**src/rtl/qspi_rd_pkg.sv**
```systemverilog
package qspi_rd_pkg;
  typedef enum logic [2:0] {
    SQ_IDLE  = 3'd0,
    SQ_SETUP = 3'd1,
    SQ_LOW   = 3'd2,
    SQ_HIGH  = 3'd3,
    SQ_GAP0  = 3'd4,
    SQ_GAP1  = 3'd5
  } seq_state_e;

  localparam logic [7:0] QUAD_READ_OP = 8'h6B;
  localparam int OP_BITS = 8;
endpackage

```
**src/rtl/qspi_half_timer.sv**
```systemverilog
module qspi_half_timer #(
  parameter int HALF_CYC = 2
) (
  input  logic clk,
  input  logic rst_n,
  input  logic load,
  output logic half_end
);
  localparam int CW = (HALF_CYC > 1) ? $clog2(HALF_CYC) : 1;

  logic [CW-1:0] cnt_q, cnt_d;

  always_comb begin
    cnt_d = cnt_q;
    if (load)
      cnt_d = CW'(HALF_CYC - 1);
    else if (cnt_q != '0)
      cnt_d = cnt_q - CW'(1);
  end

  always_ff @(posedge clk or negedge rst_n) begin
    if (!rst_n) cnt_q <= '0;
    else        cnt_q <= cnt_d;
  end

  assign half_end = (cnt_q == '0);
endmodule

```
**src/rtl/qspi_frame_seq.sv**
```systemverilog
module qspi_frame_seq
  import qspi_rd_pkg::*;
#(
  parameter int ADDR_W     = 24,
  parameter int LEN_W      = 8,
  parameter int DUMMY_CLKS = 8
) (
  input  logic              clk,
  input  logic              rst_n,
  input  logic              req_valid,
  input  logic [ADDR_W-1:0] req_addr,
  input  logic [LEN_W-1:0]  req_len,
  input  logic              half_end,
  input  logic              stall,
  output logic              timer_load,
  output seq_state_e        state,
  output logic              io0_out,
  output logic              io0_oe,
  output logic              take_hi,
  output logic              take_lo
);
  localparam int HDR_W = OP_BITS + ADDR_W;
  localparam int HDR   = HDR_W + DUMMY_CLKS;
  localparam int KW    = $clog2(HDR + 1);

  seq_state_e       st_q, st_d;
  logic [KW-1:0]    k_q, k_d;
  logic             nib_q, nib_d;
  logic [HDR_W-1:0] sh_q, sh_d;
  logic [LEN_W-1:0] left_q, left_d;
  logic             in_data, byte_next;

  assign in_data   = (k_q == KW'(HDR));
  assign byte_next = (k_q == KW'(HDR - 1)) || (in_data && nib_q);

  always_comb begin
    st_d       = st_q;
    k_d        = k_q;
    nib_d      = nib_q;
    sh_d       = sh_q;
    left_d     = left_q;
    timer_load = 1'b0;
    take_hi    = 1'b0;
    take_lo    = 1'b0;
    case (st_q)
      SQ_IDLE: begin
        if (req_valid && (req_len != '0)) begin
          st_d       = SQ_SETUP;
          sh_d       = {QUAD_READ_OP, req_addr};
          left_d     = req_len;
          k_d        = '0;
          nib_d      = 1'b0;
          timer_load = 1'b1;
        end
      end
      SQ_SETUP: begin
        if (half_end) begin
          st_d       = SQ_LOW;
          timer_load = 1'b1;
        end
      end
      SQ_LOW: begin
        if (half_end) begin
          st_d       = SQ_HIGH;
          timer_load = 1'b1;
          if (in_data) begin
            if (!nib_q) begin
              take_hi = 1'b1;
            end else begin
              take_lo = 1'b1;
              left_d  = left_q - LEN_W'(1);
            end
          end
        end
      end
      SQ_HIGH: begin
        if (half_end) begin
          if (in_data && nib_q && (left_q == '0)) begin
            st_d       = SQ_GAP0;
            timer_load = 1'b1;
          end else if (!(byte_next && stall)) begin
            st_d       = SQ_LOW;
            timer_load = 1'b1;
            sh_d       = {sh_q[HDR_W-2:0], 1'b0};
            if (in_data) nib_d = ~nib_q;
            else         k_d   = k_q + KW'(1);
          end
        end
      end
      SQ_GAP0: begin
        if (half_end) begin
          st_d       = SQ_GAP1;
          timer_load = 1'b1;
        end
      end
      SQ_GAP1: begin
        if (half_end) st_d = SQ_IDLE;
      end
      default: st_d = SQ_IDLE;
    endcase
  end

  always_ff @(posedge clk or negedge rst_n) begin
    if (!rst_n) begin
      st_q   <= SQ_IDLE;
      k_q    <= '0;
      nib_q  <= 1'b0;
      sh_q   <= '0;
      left_q <= '0;
    end else begin
      st_q   <= st_d;
      k_q    <= k_d;
      nib_q  <= nib_d;
      sh_q   <= sh_d;
      left_q <= left_d;
    end
  end

  assign state   = st_q;
  assign io0_out = sh_q[HDR_W-1];
  assign io0_oe  = ((st_q == SQ_SETUP) || (st_q == SQ_LOW) || (st_q == SQ_HIGH))
                   && (k_q < KW'(HDR_W));
endmodule

```
**src/rtl/qspi_nibble_pack.sv**
```systemverilog
module qspi_nibble_pack (
  input  logic       clk,
  input  logic       rst_n,
  input  logic [3:0] io_in,
  input  logic       take_hi,
  input  logic       take_lo,
  input  logic       m_ready,
  output logic       m_valid,
  output logic [7:0] m_data,
  output logic       stall
);
  logic [3:0] hi_q, hi_d;
  logic [7:0] data_q, data_d;
  logic       vld_q, vld_d;

  always_comb begin
    hi_d   = take_hi ? io_in : hi_q;
    data_d = take_lo ? {hi_q, io_in} : data_q;
    vld_d  = take_lo ? 1'b1 : (vld_q && !m_ready);
  end

  always_ff @(posedge clk or negedge rst_n) begin
    if (!rst_n) begin
      hi_q   <= '0;
      data_q <= '0;
      vld_q  <= 1'b0;
    end else begin
      hi_q   <= hi_d;
      data_q <= data_d;
      vld_q  <= vld_d;
    end
  end

  assign m_valid = vld_q;
  assign m_data  = data_q;
  assign stall   = vld_q && !m_ready;
endmodule

```
**src/rtl/qspi_burst_reader.sv**
```systemverilog
module qspi_burst_reader
  import qspi_rd_pkg::*;
#(
  parameter int HALF_CYC   = 2,
  parameter int ADDR_W     = 24,
  parameter int LEN_W      = 8,
  parameter int DUMMY_CLKS = 8
) (
  input  logic              clk,
  input  logic              rst_n,
  input  logic              cpol,
  input  logic              req_valid,
  input  logic [ADDR_W-1:0] req_addr,
  input  logic [LEN_W-1:0]  req_len,
  output logic              busy,
  output logic              sck,
  output logic              cs_n,
  output logic [3:0]        io_out,
  output logic [3:0]        io_oe,
  input  logic [3:0]        io_in,
  output logic              m_valid,
  output logic [7:0]        m_data,
  input  logic              m_ready
);
  seq_state_e state;
  logic half_end, timer_load, stall;
  logic io0_out, io0_oe, take_hi, take_lo;

  qspi_half_timer #(.HALF_CYC(HALF_CYC)) u_timer (
    .clk(clk), .rst_n(rst_n), .load(timer_load), .half_end(half_end)
  );

  qspi_frame_seq #(
    .ADDR_W(ADDR_W), .LEN_W(LEN_W), .DUMMY_CLKS(DUMMY_CLKS)
  ) u_seq (
    .clk(clk), .rst_n(rst_n),
    .req_valid(req_valid), .req_addr(req_addr), .req_len(req_len),
    .half_end(half_end), .stall(stall), .timer_load(timer_load),
    .state(state), .io0_out(io0_out), .io0_oe(io0_oe),
    .take_hi(take_hi), .take_lo(take_lo)
  );

  qspi_nibble_pack u_pack (
    .clk(clk), .rst_n(rst_n), .io_in(io_in),
    .take_hi(take_hi), .take_lo(take_lo), .m_ready(m_ready),
    .m_valid(m_valid), .m_data(m_data), .stall(stall)
  );

  always_comb begin
    case (state)
      SQ_LOW:  sck = 1'b0;
      SQ_HIGH: sck = 1'b1;
      default: sck = cpol;
    endcase
  end

  assign cs_n   = !((state == SQ_SETUP) || (state == SQ_LOW) || (state == SQ_HIGH));
  assign busy   = (state != SQ_IDLE);
  assign io_out = {3'b000, io0_out};
  assign io_oe  = {3'b000, io0_oe};
endmodule

```
**config.mk**
```make
export PLATFORM = sky130hd
export DESIGN_NAME = qspi_burst_reader
export DESIGN_NICKNAME = d
export VERILOG_FILES = /design/src/rtl/qspi_rd_pkg.sv /design/src/rtl/qspi_half_timer.sv /design/src/rtl/qspi_frame_seq.sv /design/src/rtl/qspi_nibble_pack.sv /design/src/rtl/qspi_burst_reader.sv
export SDC_FILE = /design/constraint.sdc
export NUM_CORES = 1
export LEC_CHECK = 0
export BUFFER_PORTS_ARGS = -buffer_cell sky130_fd_sc_hd__buf_2
export CAP_MARGIN = 20
export CORE_MARGIN = 2
export CORE_UTILIZATION = 56
export DETAILED_ROUTE_END_ITERATION = 16
export PLACE_DENSITY = 0.83
export SLEW_MARGIN = 20
export SYNTH_ARGS = -nofsm -noshare
export SYNTH_HDL_FRONTEND = slang
export SYNTH_SLANG_ARGS = --single-unit
```
**constraint.sdc**
```tcl
create_clock -name clk -period 3 [get_ports clk]
set_input_delay 0.75 -clock clk [delete_from_list [all_inputs] [get_ports clk]]
set_output_delay 0.75 -clock clk [all_outputs]
set_load 0.02 [all_outputs]
```
* Yosys cells after proc, flatten, opt, wreduce, memory -nomap -nowiden
Cells that the tools add are included.
** Word-level totals
- Output and inout port bits :: 20
- Logic and storage cells :: 106
- Flip-flop bits (word level) :: 64
- Input bits :: 41
** Cells by class
- Add/sub/neg operators :: 3
- Reduce and logical (&&, ||, !) cells :: 23
- Equal/unequal tests :: 20
- Multiplexer cells :: 49
- $lt $le $gt $ge :: 1
- Bitwise logic cells :: 1
** Operator list (count)
- $mux W32 :: 4
- $pmux W32 S2 :: 1
- $mux W8 :: 4
- $mux W6 :: 5
- $mux W3 :: 8
- $mux W1 :: 21
- $pmux W3 S6 :: 1
- $ne A2 B2 Y1 const B :: 8
- $pmux W8 S2 :: 1
- $eq A6 B6 Y1 const B :: 2
- $pmux W6 S2 :: 1
- $reduce_and A6 Y1 :: 2
- $reduce_and A5 Y1 :: 2
- $logic_not A8 Y1 :: 1
- $ne A2 B1 Y1 const B :: 4
- $reduce_bool A8 Y1 :: 1
- $sub A8 B1 Y8 const B :: 1
- $reduce_and A7 Y1 :: 1
- $add A6 B1 Y6 const B :: 1
- $eq A3 B2 Y1 const B :: 2
- $eq A3 B3 Y1 const B :: 2
- $logic_and A1 B1 Y1 :: 6
- $lt A6 B6 Y1 const B :: 1
- $pmux W1 S2 :: 2
- other kinds (11) :: 15

* Logic depth before layout (Yosys ltp)
Gate-level depths: netlist of the first run.
- Word-level depth :: 9
- Mapped depth :: 9
- Mapped depth without buffers :: 7

* Modules after synthesis
From an unflattened synthesis of the first run, not the netlist that was laid out.
** Unflattened totals
- Cells, all modules :: 340
- Area total of the unflattened synthesis :: 3479.6 µm²
** By module, submodules not included
- qspi_frame_seq :: seq. area each 1251.2 µm², area an instance 2830.2 µm², instances 1, cells an instance 297
- qspi_nibble_pack :: seq. area each 325.3 µm², area an instance 514.2 µm², instances 1, cells an instance 28
- qspi_burst_reader :: seq. area each 0.0 µm², area an instance 106.4 µm², instances 1, cells an instance 13
- qspi_half_timer :: seq. area each 25.0 µm², area an instance 28.8 µm², instances 1, cells an instance 2

* Worst setup path after synthesis of the first run
No wires, ideal clock.
- Kind :: register to register
- From :: reg u_seq.left_q[2]
- To :: reg u_seq.sh_q[19]
- Data required time :: 2.878 ns
- Clock period less this slack :: 2.577 ns
- Data arrival time :: 2.454 ns
- Library setup time :: 0.122 ns
- Stages on the path, launching flop included :: 8
- Buffers on the path :: 2
- Setup slack :: 0.423 ns
- Path through :: dfrtp_1 > or4_4 > or4b_4 > or4_4 > buf_2 > buf_6 > a21oi_1 > a21oi_2
** Between the ends
- Cells in the longest elaborated chain, start to end :: 4
** Ends and longest elaborated chain
- from (decl) :: line qspi_frame_seq.sv:30 : logic [LEN_W-1:0] left_q, left_d;
- from (signal assigned) :: line qspi_frame_seq.sv:115 : left_q <= left_d;
- $logic_not A8 Y1 :: line qspi_frame_seq.sv:78 : if (in_data && nib_q && (left_q == '0)) begin
- $logic_and A1 B1 Y1 :: line qspi_frame_seq.sv:78
- $ne A2 B2 Y1 (no line)
- $reduce_and A5 Y1 (no line)
- to (signal assigned) :: line qspi_frame_seq.sv:108 : sh_q <= '0;
- to (signal assigned) :: line qspi_frame_seq.sv:114 : sh_q <= sh_d;
- to (decl) :: line qspi_frame_seq.sv:29 : logic [HDR_W-1:0] sh_q, sh_d;
Every way passes these cells.
A chain may end at the register's enable or synchronous reset.

* Worst setup path after layout of the first run
- From :: reg u_seq.left_q[2]
- To :: reg u_seq.sh_q[16]
The elaborated chain is that of the path after synthesis.

==> results.json, run 1 <==
{
  "status": "finished, final reports clean",
  "cp_top_family": "simple AND/OR/NAND/NOR gates",
  "relSlewSlack_pct": 57.7,
  "synth-async-reset-ratio_pct": 100,
  "io_pins": 61,
  "hold_buffers": 0,
  "via_per_inst": 5.85,
  "use_met3_pct": 3.85,
  "drc_errors": 0,
  "worstPathArrival_ps": 3020,
  "hold_class": "in2async",
  "die_w_um": 81.4,
  "io_buffers": 54,
  "timing.final.crit_share_pct": 93.9,
  "routed_wl_um": 6980,
  "htreeDepth": 3,
  "crit_fanout": 16,
  "insertion_delay_ps": 340,
  "synth_top_area_cell": "dfrtp_1",
  "critPathMaxStageDelay_ps": 620,
  "timing.hold.ws_ps": 363,
  "clock-sinks": 64,
  "grt.overflow.total": 0,
  "nFillCells": 460,
  "leakage_nw": 1.73,
  "placementRows": 28,
  "final_layout_size_suffix_gt1_share_pct": 31.6,
  "syn_area_per_cell_um2": 10.3,
  "r2r-end": "u_seq.sh_q[16]",
  "grt_pass1_wl_um": 11700,
  "tightestPinTransition_ps": 626,
  "rsz0062_at_grt": "false",
  "hpwl_um": 4880,
  "netlist_area_um2": 3360,
  "ant_nets": 0,
  "crit_chain": "or4_4, or4b_4, or4_4, buf_4, a21oi_1, a21oi_2",
  "num_vias": 2645,
  "drt-pass1-iter-count": 4,
  "dieHeight_um": 81.4,
  "antenna_cells": 0,
  "peakVddDrop_uv": 611,
  "end_kind": "register",
  "grtUsageMet2_pct": 34.4,
  "fin_tns_setup_ps": 0,
  "max_freq_mhz": 355,
  "synth_common_cells": "dfrtp_1 (64), a21oi_1 (47), mux2i_1 (24)",
  "syn2layout_area_growth_pct": 13.8,
  "core_area_um2": 5850,
  "synthCells": 325,
  "grt_pass1_vias": 2497,
  "ctsRootBufferMaster": "clkbuf_8",
  "initial_core_util_pct": 57.4,
  "cp_num_buf_inv": 1,
  "crit_path_start": "u_seq.left_q[2]",
  "max-cap-violations": 0,
  "r2r_start": "u_seq.left_q[2]",
  "cp_slowest_cell": "or4_4",
  "globalRouteTotalUtil_pct": 23.1,
  "ys_ff_latch": 64,
  "min_period_ps": 2820,
  "cts_made_buffers": 9,
  "cts.reportedPaths.clkPinSlew_ps": 70,
  "synth_edf_count": 0,
  "post-cts-setup-buffers": 0,
  "yosys_most_used_dff": "dfrtp_1",
  "drt_iter0_drc": 250,
  "yosysWarningCount": 0,
  "antenna_found_initial": 0,
  "fp.dieArea_um2": 6630,
  "crit_top_cell": "or4_4",
  "final-seq-area_um2": 1600,
  "skew_ps": 11.4,
  "drv_slew": 0,
  "crit_required_ps": 3210,
  "multi_input_area_um2": 1570,
  "synth_cell_types": 52,
  "reg2reg_slack_ps": 180,
  "worstRegToRegCells": 6,
  "finalNetCount": 418,
  "cts_resized": 0,
  "ys_seq_area_share_pct": 47.7,
  "clock_path_buffers": 2,
  "gr-max-usage-layer": "met2",
  "timing.final.hold_violations": 0,
  "cts_tree": "built",
  "gp_congestion": 0.912,
  "grt_max_degree": 37,
  "yosysMostFrequentCell": "dfrtp_1",
  "critPathKind": "reg2reg",
  "cp-start-kind": "register",
  "synth_top_area_share_pct": 47.7,
  "synth.top_cells.by_area": "dfrtp_1 (48%), mux2i_1 (7.2%), a21oi_1 (7.0%)",
  "setup_viol": 0,
  "p_per_area_nw_per_um2": 934,
  "post_drt_wl_per_cell_um": 15.4,
  "gr-usage-met1_pct": 33.4
}
[logic make-up (layout without fill, tap and decap cells)]
group / count (synthesis) / after routing / share of synthesized area (%)
AOI/OAI and AO/OA: 114 / 114 / 21.9
and+or+nand+nor: 66 / 66 / 11.1
DFF: 64 / 64 / 47.7
buffers and inverters: 39 / 86 / 6.19
muxes: 37 / 37 / 11.5
adders and majority gates: 4 / 4 / 1.49
other: 1 / 6 / 0.112
[flip-flops by register name, indices dropped and copies added (netlist names)]
name,cells
u_pack.hi_q,4
u_pack.m_data,8
u_pack.m_valid,1
u_seq.sh_q,32
u_seq.state,3
u_seq.k_q,6
u_timer.cnt_q,1
u_seq.nib_q,1
u_seq.left_q,8
[layout make-up]
| class | count | area share [%] |
|---|---|---|
| Timing Repair Buffer | 63 | 8.84 |
| Clock inverter | 3 | 1.11 |
| Multi-Input combinational cell | 227 | 41.1 |
| Inverter | 8 | 0.786 |
| Sequential cell | 64 | 41.9 |
| Tap cell | 75 | 2.46 |
| Clock buffer | 12 | 3.80 |
[routing by layer]
| layer | vias up | share of wire, % |
|---|---|---|
| met2 | 70 | 48 |
| li1 | 1273 | - |
| met1 | 1289 | 47 |
| met4 | 0 | 1.7 |
| met3 | 13 | 3.8 |
| met5 | - | 0 |
[where the power goes]
group          internal (W)  switching (W)  leakage [nW]
clock network      0.000401       0.000310        0.0925
registers           0.00116       0.000236         0.758
logic              0.000606       0.000854         0.879
total               0.00217        0.00140          1.73
[placed cells by master (no fill, tap or decap), types with 4 or more instances in the layout]
cell type,count
mux2i_1,24
buf_4,9
buf_2,54
a22o_1,4
mux2_2,13
o21ai_0,16
a31oi_1,5
ha_1,4
nand2_1,6
a21oi_1,47
a21oi_2,20
dfrtp_1,64
inv_1,8
nor3_1,9
conb_1,6
clkbuf_8,10
nor2_1,23
[worst max path at each step]
stage	endpoint	slack, ps	depth (start not counted)
after floorplan	u_seq.sh_q[19]	420	7
after global placement	u_seq.sh_q[14]	320	6
after detailed placement	u_seq.sh_q[21]	230	6
after CTS	u_seq.sh_q[16]	190	6
after global routing	u_seq.sh_q[20]	130	6
final	u_seq.sh_q[16]	180	6
[stage by stage]
stage | cell area, um2 | worst slack (ps) | instances | total power (W) | utilization [%]
3_3_place_gp | 3630 | 315 | 437 | 0.00277 | 62.1
4_1_cts | 3820 | 192 | 452 | 0.00358 | 65.3
6_report | 3820 | 183 | 452 | 0.00357 | 65.3
5_1_grt | 3820 | 130 | 452 | 0.00383 | 65.3
3_5_place_dp | 3630 | 234 | 437 | 0.00285 | 62.1
2_1_floorplan | 3380 | 423 | 330 | 0.00257 | -
Note: power is estimated with default switching activity, not from simulation.
==> run 2: changes to the inputs <==
--- a/config.mk
+++ b/config.mk
@@ -5,12 +5,12 @@
 export SDC_FILE = /design/constraint.sdc
 export NUM_CORES = 1
 export LEC_CHECK = 0
-export BUFFER_PORTS_ARGS = -buffer_cell sky130_fd_sc_hd__buf_2
 export CAP_MARGIN = 20
 export CORE_MARGIN = 2
-export CORE_UTILIZATION = 56
+export CORE_UTILIZATION = 63
 export DETAILED_ROUTE_END_ITERATION = 16
-export PLACE_DENSITY = 0.83
+export DONT_BUFFER_PORTS = 1
+export PLACE_DENSITY = 0.82
 export SLEW_MARGIN = 20
 export SYNTH_ARGS = -nofsm -noshare
 export SYNTH_HDL_FRONTEND = slang
==> results.json, run 2 (synthesis gave the netlist of run 1 again) <==
{
  "clock_path_buffers": 2,
  "max_freq_mhz": 361,
  "io_buffers": 0,
  "status": "finished, final reports clean",
  "p_per_area_nw_per_um2": 991,
  "finalNetCount": 362,
  "place_area_um2": 3340,
  "ant_nets": 0,
  "swShare_pct": 38.7,
  "internal_power_w": 0.00214,
  "post-route-util_pct": 68.7,
  "skew_ps": 14.4,
  "cp_num_buf_inv": 0,
  "routed_wl_um": 6550,
  "netSwitchingPower_w": 0.00135,
  "via_per_inst": 6.07,
  "grt_pass1_vias": 2292,
  "gr-usage-met1_pct": 33.4,
  "num_vias": 2372,
  "antenna_cells": 0,
  "syn2layout_area_growth_pct": 5.14,
  "use_met3_pct": 8.00,
  "rsz0062_at_grt": "false",
  "final_layout_size_suffix_gt1_share_pct": 19.6,
  "grt_pass1_wl_um": 11000,
  "drc_errors": 0,
  "globalRouteTotalUtil_pct": 23.3,
  "critPathKind": "reg2reg",
  "crit_fanout": 28,
  "peakVddDrop_uv": 582,
  "insertion_delay_ps": 340,
  "die_w_um": 77.0,
  "initial_core_util_pct": 65.3,
  "crit_required_ps": 3260,
  "cts_tree": "built",
  "setup_viol": 0,
  "ctsRootBufferMaster": "clkbuf_8",
  "htreeDepth": 3,
  "post-cts-setup-buffers": 0,
  "p_clk_share_pct": 20.6,
  "dp.cells": 376,
  "cp-start-kind": "register",
  "clock-sinks": 64,
  "core_area_um2": 5140,
  "crit_top_cell": "or4_4",
  "grt_max_degree": 65,
  "leakage_nw": 1.49,
  "placementRows": 26,
  "largest_reg_flops": 32,
  "io_pins": 61,
  "grtUsageMet2_pct": 33.9,
  "relSlewSlack_pct": 57.6,
  "regMostFlops": "u_seq.sh_q",
  "drt_iter0_drc": 146,
  "end_kind": "register",
  "timing.final.crit_share_pct": 92.4,
  "fin_tns_setup_ps": 0,
  "critPathMaxStageDelay_ps": 610,
  "final_common_cell": "dfrtp_1",
  "gp_congestion": 0.871,
  "antenna_found_initial": 0,
  "worstPathArrival_ps": 3030,
  "hold_class": "in2async",
  "max-cap-violations": 0,
  "fin_cells": 391,
  "dieHeight_um": 77.0,
  "power_frac_comb_pct": 39.5,
  "crit_chain": "or4_4, or4b_4, or4_4, and2_4, a21oi_1",
  "post_drt_wl_per_cell_um": 16.7,
  "grt.overflow.total": 0,
  "power_w": 0.00350,
  "cts_made_buffers": 9,
  "gr-max-usage-layer": "met2",
  "min_period_ps": 2770,
  "stdcell_area_um2": 3530,
  "drv_slew": 0,
  "layout_common_cells": "dfrtp_1 (64), a21oi_1 (47), mux2i_1 (24), nor2_1 (23), a21oi_2 (20)",
  "cp_top_family": "simple AND/OR/NAND/NOR gates",
  "timing.final.hold_violations": 0,
  "fp.dieArea_um2": 5930,
  "tightestPinTransition_ps": 628,
  "cp_slowest_cell": "or4_4",
  "hpwl_um": 4380,
  "seqPwrFrac_pct": 39.9,
  "drt-pass1-iter-count": 4,
  "cts_resized": 0,
  "cts.reportedPaths.clkPinSlew_ps": 80,
  "hold_buffers": 0
}
## run 2: cell types whose count changed in the layout (fill, tap and decap cells not counted), sizes merged
cell  before  now
buf       63    7
## run 2: worst paths after layout
check / startpoint / endpoint / slack [ps] / cells after the start
min in group clk: u_seq.sh_q[27] / u_seq.sh_q[28] / 500 / 1
worst min register to register: u_seq.sh_q[27] / u_seq.sh_q[28] / 500 / 1
worst max-delay path: u_seq.left_q[3] / u_seq.sh_q[7] / 230 / 5
max in group asynchronous: rst_n / u_seq.k_q[3] / 2790 / 0
worst min-delay path: rst_n / u_seq.left_q[3] / 90 / 0
worst max register to register: u_seq.left_q[3] / u_seq.sh_q[7] / 230 / 5
## run 2: per-layer routing
layer,up-vias,part of all wire (%)
met3,9,6.7
met1,1148,46
met4,0,1.3
met2,63,46
li1,1152,-
met5,-,0
## run 2: worst register-to-register path: stages (launching register included)
cell and delay [ps]:
dfrtp_1 420, or4_4 570, or4b_4 530, or4_4 610, and2_4 340, a21oi_1 200
## run 2: cell type report
class / instances / area (um2)
multi-input combinational: 227 / 1570
inverter: 8 / 30.0
timing repair buffer: 7 / 52.6
clock inverter: 3 / 42.5
fill: 399 / 1610
clock buffer: 12 / 145
sequential: 64 / 1600
tap: 70 / 87.6
## run 2: power by group through the flow
stage	Sequential [W]	Clock, W	Combinational [W]
after floorplan	0.00131	0	0.00126
after global placement	0.00139	0	0.00133
after detailed placement	0.00140	0	0.00138
after CTS	0.00139	0.000736	0.00138
after global routing	0.00144	0.000772	0.00155
final	0.00140	0.000722	0.00138
## run 2: stage by stage
stage	hold slack [ps]	setup WS, ps
after floorplan	454	423
after global placement	455	313
after detailed placement	455	273
after CTS	81.1	242
after global routing	76.2	120
final	93.8	229
==> run 3: changes to the inputs <==
--- a/config.mk
+++ b/config.mk
@@ -6,12 +6,12 @@
 export NUM_CORES = 1
 export LEC_CHECK = 0
 export CAP_MARGIN = 20
+export CORE_ASPECT_RATIO = 1.4
 export CORE_MARGIN = 2
 export CORE_UTILIZATION = 63
 export DETAILED_ROUTE_END_ITERATION = 16
 export DONT_BUFFER_PORTS = 1
 export PLACE_DENSITY = 0.82
-export SLEW_MARGIN = 20
 export SYNTH_ARGS = -nofsm -noshare
 export SYNTH_HDL_FRONTEND = slang
 export SYNTH_SLANG_ARGS = --single-unit
==> results.json, run 3 (synthesis gave the netlist of run 1 again) <==
{
  "status": "finished, final reports clean",
  "min_period_ps": 2760,
  "timing.hold.ws_ps": 102,
  "nFillCells": 399,
  "gp_congestion": 0.809,
  "p_per_area_nw_per_um2": 998,
  "wl_met1_um": 2740,
  "cp_top_family": "simple AND/OR/NAND/NOR gates",
  "crit_fanout": 18,
  "cts.reportedPaths.clkPinSlew_ps": 70,
  "insertion_delay_ps": 340,
  "largest_reg_flops": 32,
  "cp-start-kind": "register",
  "clock_path_buffers": 2,
  "max_freq_mhz": 362,
  "hpwl_um": 4710,
  "top_layer": "met4",
  "r2r_start": "u_seq.left_q[2]",
  "antenna_cells": 0,
  "grt_max_degree": 65,
  "htreeDepth": 3,
  "hold_buffers": 0,
  "drv_slew": 0,
  "drt-pass1-iter-count": 4,
  "drt_iter0_drc": 185,
  "dieHeight_um": 90.4,
  "io_buffers": 0,
  "crit_path_start": "u_seq.left_q[2]",
  "post_drt_wl_per_cell_um": 17.1,
  "final_common_cell": "dfrtp_1",
  "post-route-util_pct": 68.9,
  "relSlewSlack_pct": 55.8,
  "routed_wl_um": 6650,
  "layout_setup_ws_ps": 241,
  "cp_num_buf_inv": 1,
  "grt_pass1_vias": 2393,
  "drc_errors": 0,
  "hold_class": "in2async",
  "grt_pass1_wl_um": 11000,
  "crit_chain": "or4_4, or4b_4, or4_4, buf_4, a21oi_1, a21oi_2",
  "skew_ps": 8.56,
  "die_w_um": 65.7,
  "layout_common_cells": "dfrtp_1 (64), a21oi_1 (47), mux2i_1 (24), nor2_1 (23), a21oi_2 (20)",
  "path_depth": 6,
  "cts_resized": 0,
  "tightestPinTransition_ps": 663,
  "timing.final.hold_violations": 0,
  "ctsRootBufferMaster": "clkbuf_8",
  "cts_tree": "built",
  "pre_cts_ws_ps": 232,
  "finalNetCount": 362,
  "core_area_um2": 5160,
  "max-cap-violations": 0,
  "placementRows": 31,
  "worstPathArrival_ps": 2970,
  "end_kind": "register",
  "final_layout_size_suffix_gt1_share_pct": 20.2,
  "crit_required_ps": 3210,
  "clock-sinks": 64,
  "critPathKind": "reg2reg",
  "setup_viol": 0,
  "post-cts-setup-buffers": 0,
  "via_per_inst": 6.23,
  "io_pins": 61,
  "wl_met2_um": 3420,
  "initial_core_util_pct": 65.1,
  "fin_tns_setup_ps": 0,
  "antenna_found_initial": 0,
  "met3WireLength_um": 389,
  "cp_slowest_cell": "or4_4",
  "rsz0062_at_grt": "false",
  "regMostFlops": "u_seq.sh_q",
  "leakage_nw": 1.51,
  "syn2layout_area_growth_pct": 5.89,
  "globalRouteTotalUtil_pct": 24.1,
  "grt.overflow.total": 0,
  "critPathMaxStageDelay_ps": 620,
  "fp.dieArea_um2": 5940,
  "ant_nets": 0,
  "peakVddDrop_uv": 561,
  "cts_made_buffers": 9,
  "timing.final.crit_share_pct": 92.0,
  "num_vias": 2416,
  "worstRegToRegCells": 6,
  "crit_top_cell": "or4_4"
}
-- run 3: cell count changes in the layout (fill, tap and decap cells not counted) --
cell / delta
clkbuf_8: +3
clkinvlp_4: -1
clkbuf_1: -1
-- run 3: through the flow --
step | std cells | power (W) | area, um2
3_3_place_gp | 372 | 0.00271 | 3340
4_1_cts | 388 | 0.00357 | 3550
6_report | 388 | 0.00355 | 3550
2_1_floorplan | 330 | 0.00257 | 3380
3_5_place_dp | 372 | 0.00278 | 3340
5_1_grt | 388 | 0.00381 | 3550
-- run 3: area by class of cell --
type	count	area, um2	share of cell area (%)
Clock inverter	2	35.0	0.986
Timing Repair Buffer	7	52.6	1.48
Clock buffer	14	183	5.14
Multi-Input combinational cell	227	1570	44.2
Sequential cell	64	1600	45.1
Tap cell	66	82.6	2.32
Inverter	8	30.0	0.845
-- run 3: final timing paths --
check	endpoint	slack (ps)
worst max-delay path	u_seq.sh_q[15]	240
worst min-delay path	u_seq.left_q[6]	100
worst max register to register	u_seq.sh_q[15]	240
worst min register to register	u_seq.sh_q[31]	500
max in group asynchronous	u_seq.state[0]	2790
min in group clk	u_seq.sh_q[31]	500
-- run 3: where the power goes --
part | leakage (nW) | switching (W) | internal [W]
Sequential | 0.758 | 0.000234 | 0.00116
Clock | 0.113 | 0.000314 | 0.000474
Combinational | 0.642 | 0.000791 | 0.000574
Total | 1.51 | 0.00134 | 0.00221
-- run 3: layer usage --
layer / GRT usage (%) / up-vias
li1: - / 1158
met1: 29.4 / 1188
met2: 39.6 / 63
met3: 7.98 / 7
met4: 7.81 / 0
met5: 0 / -
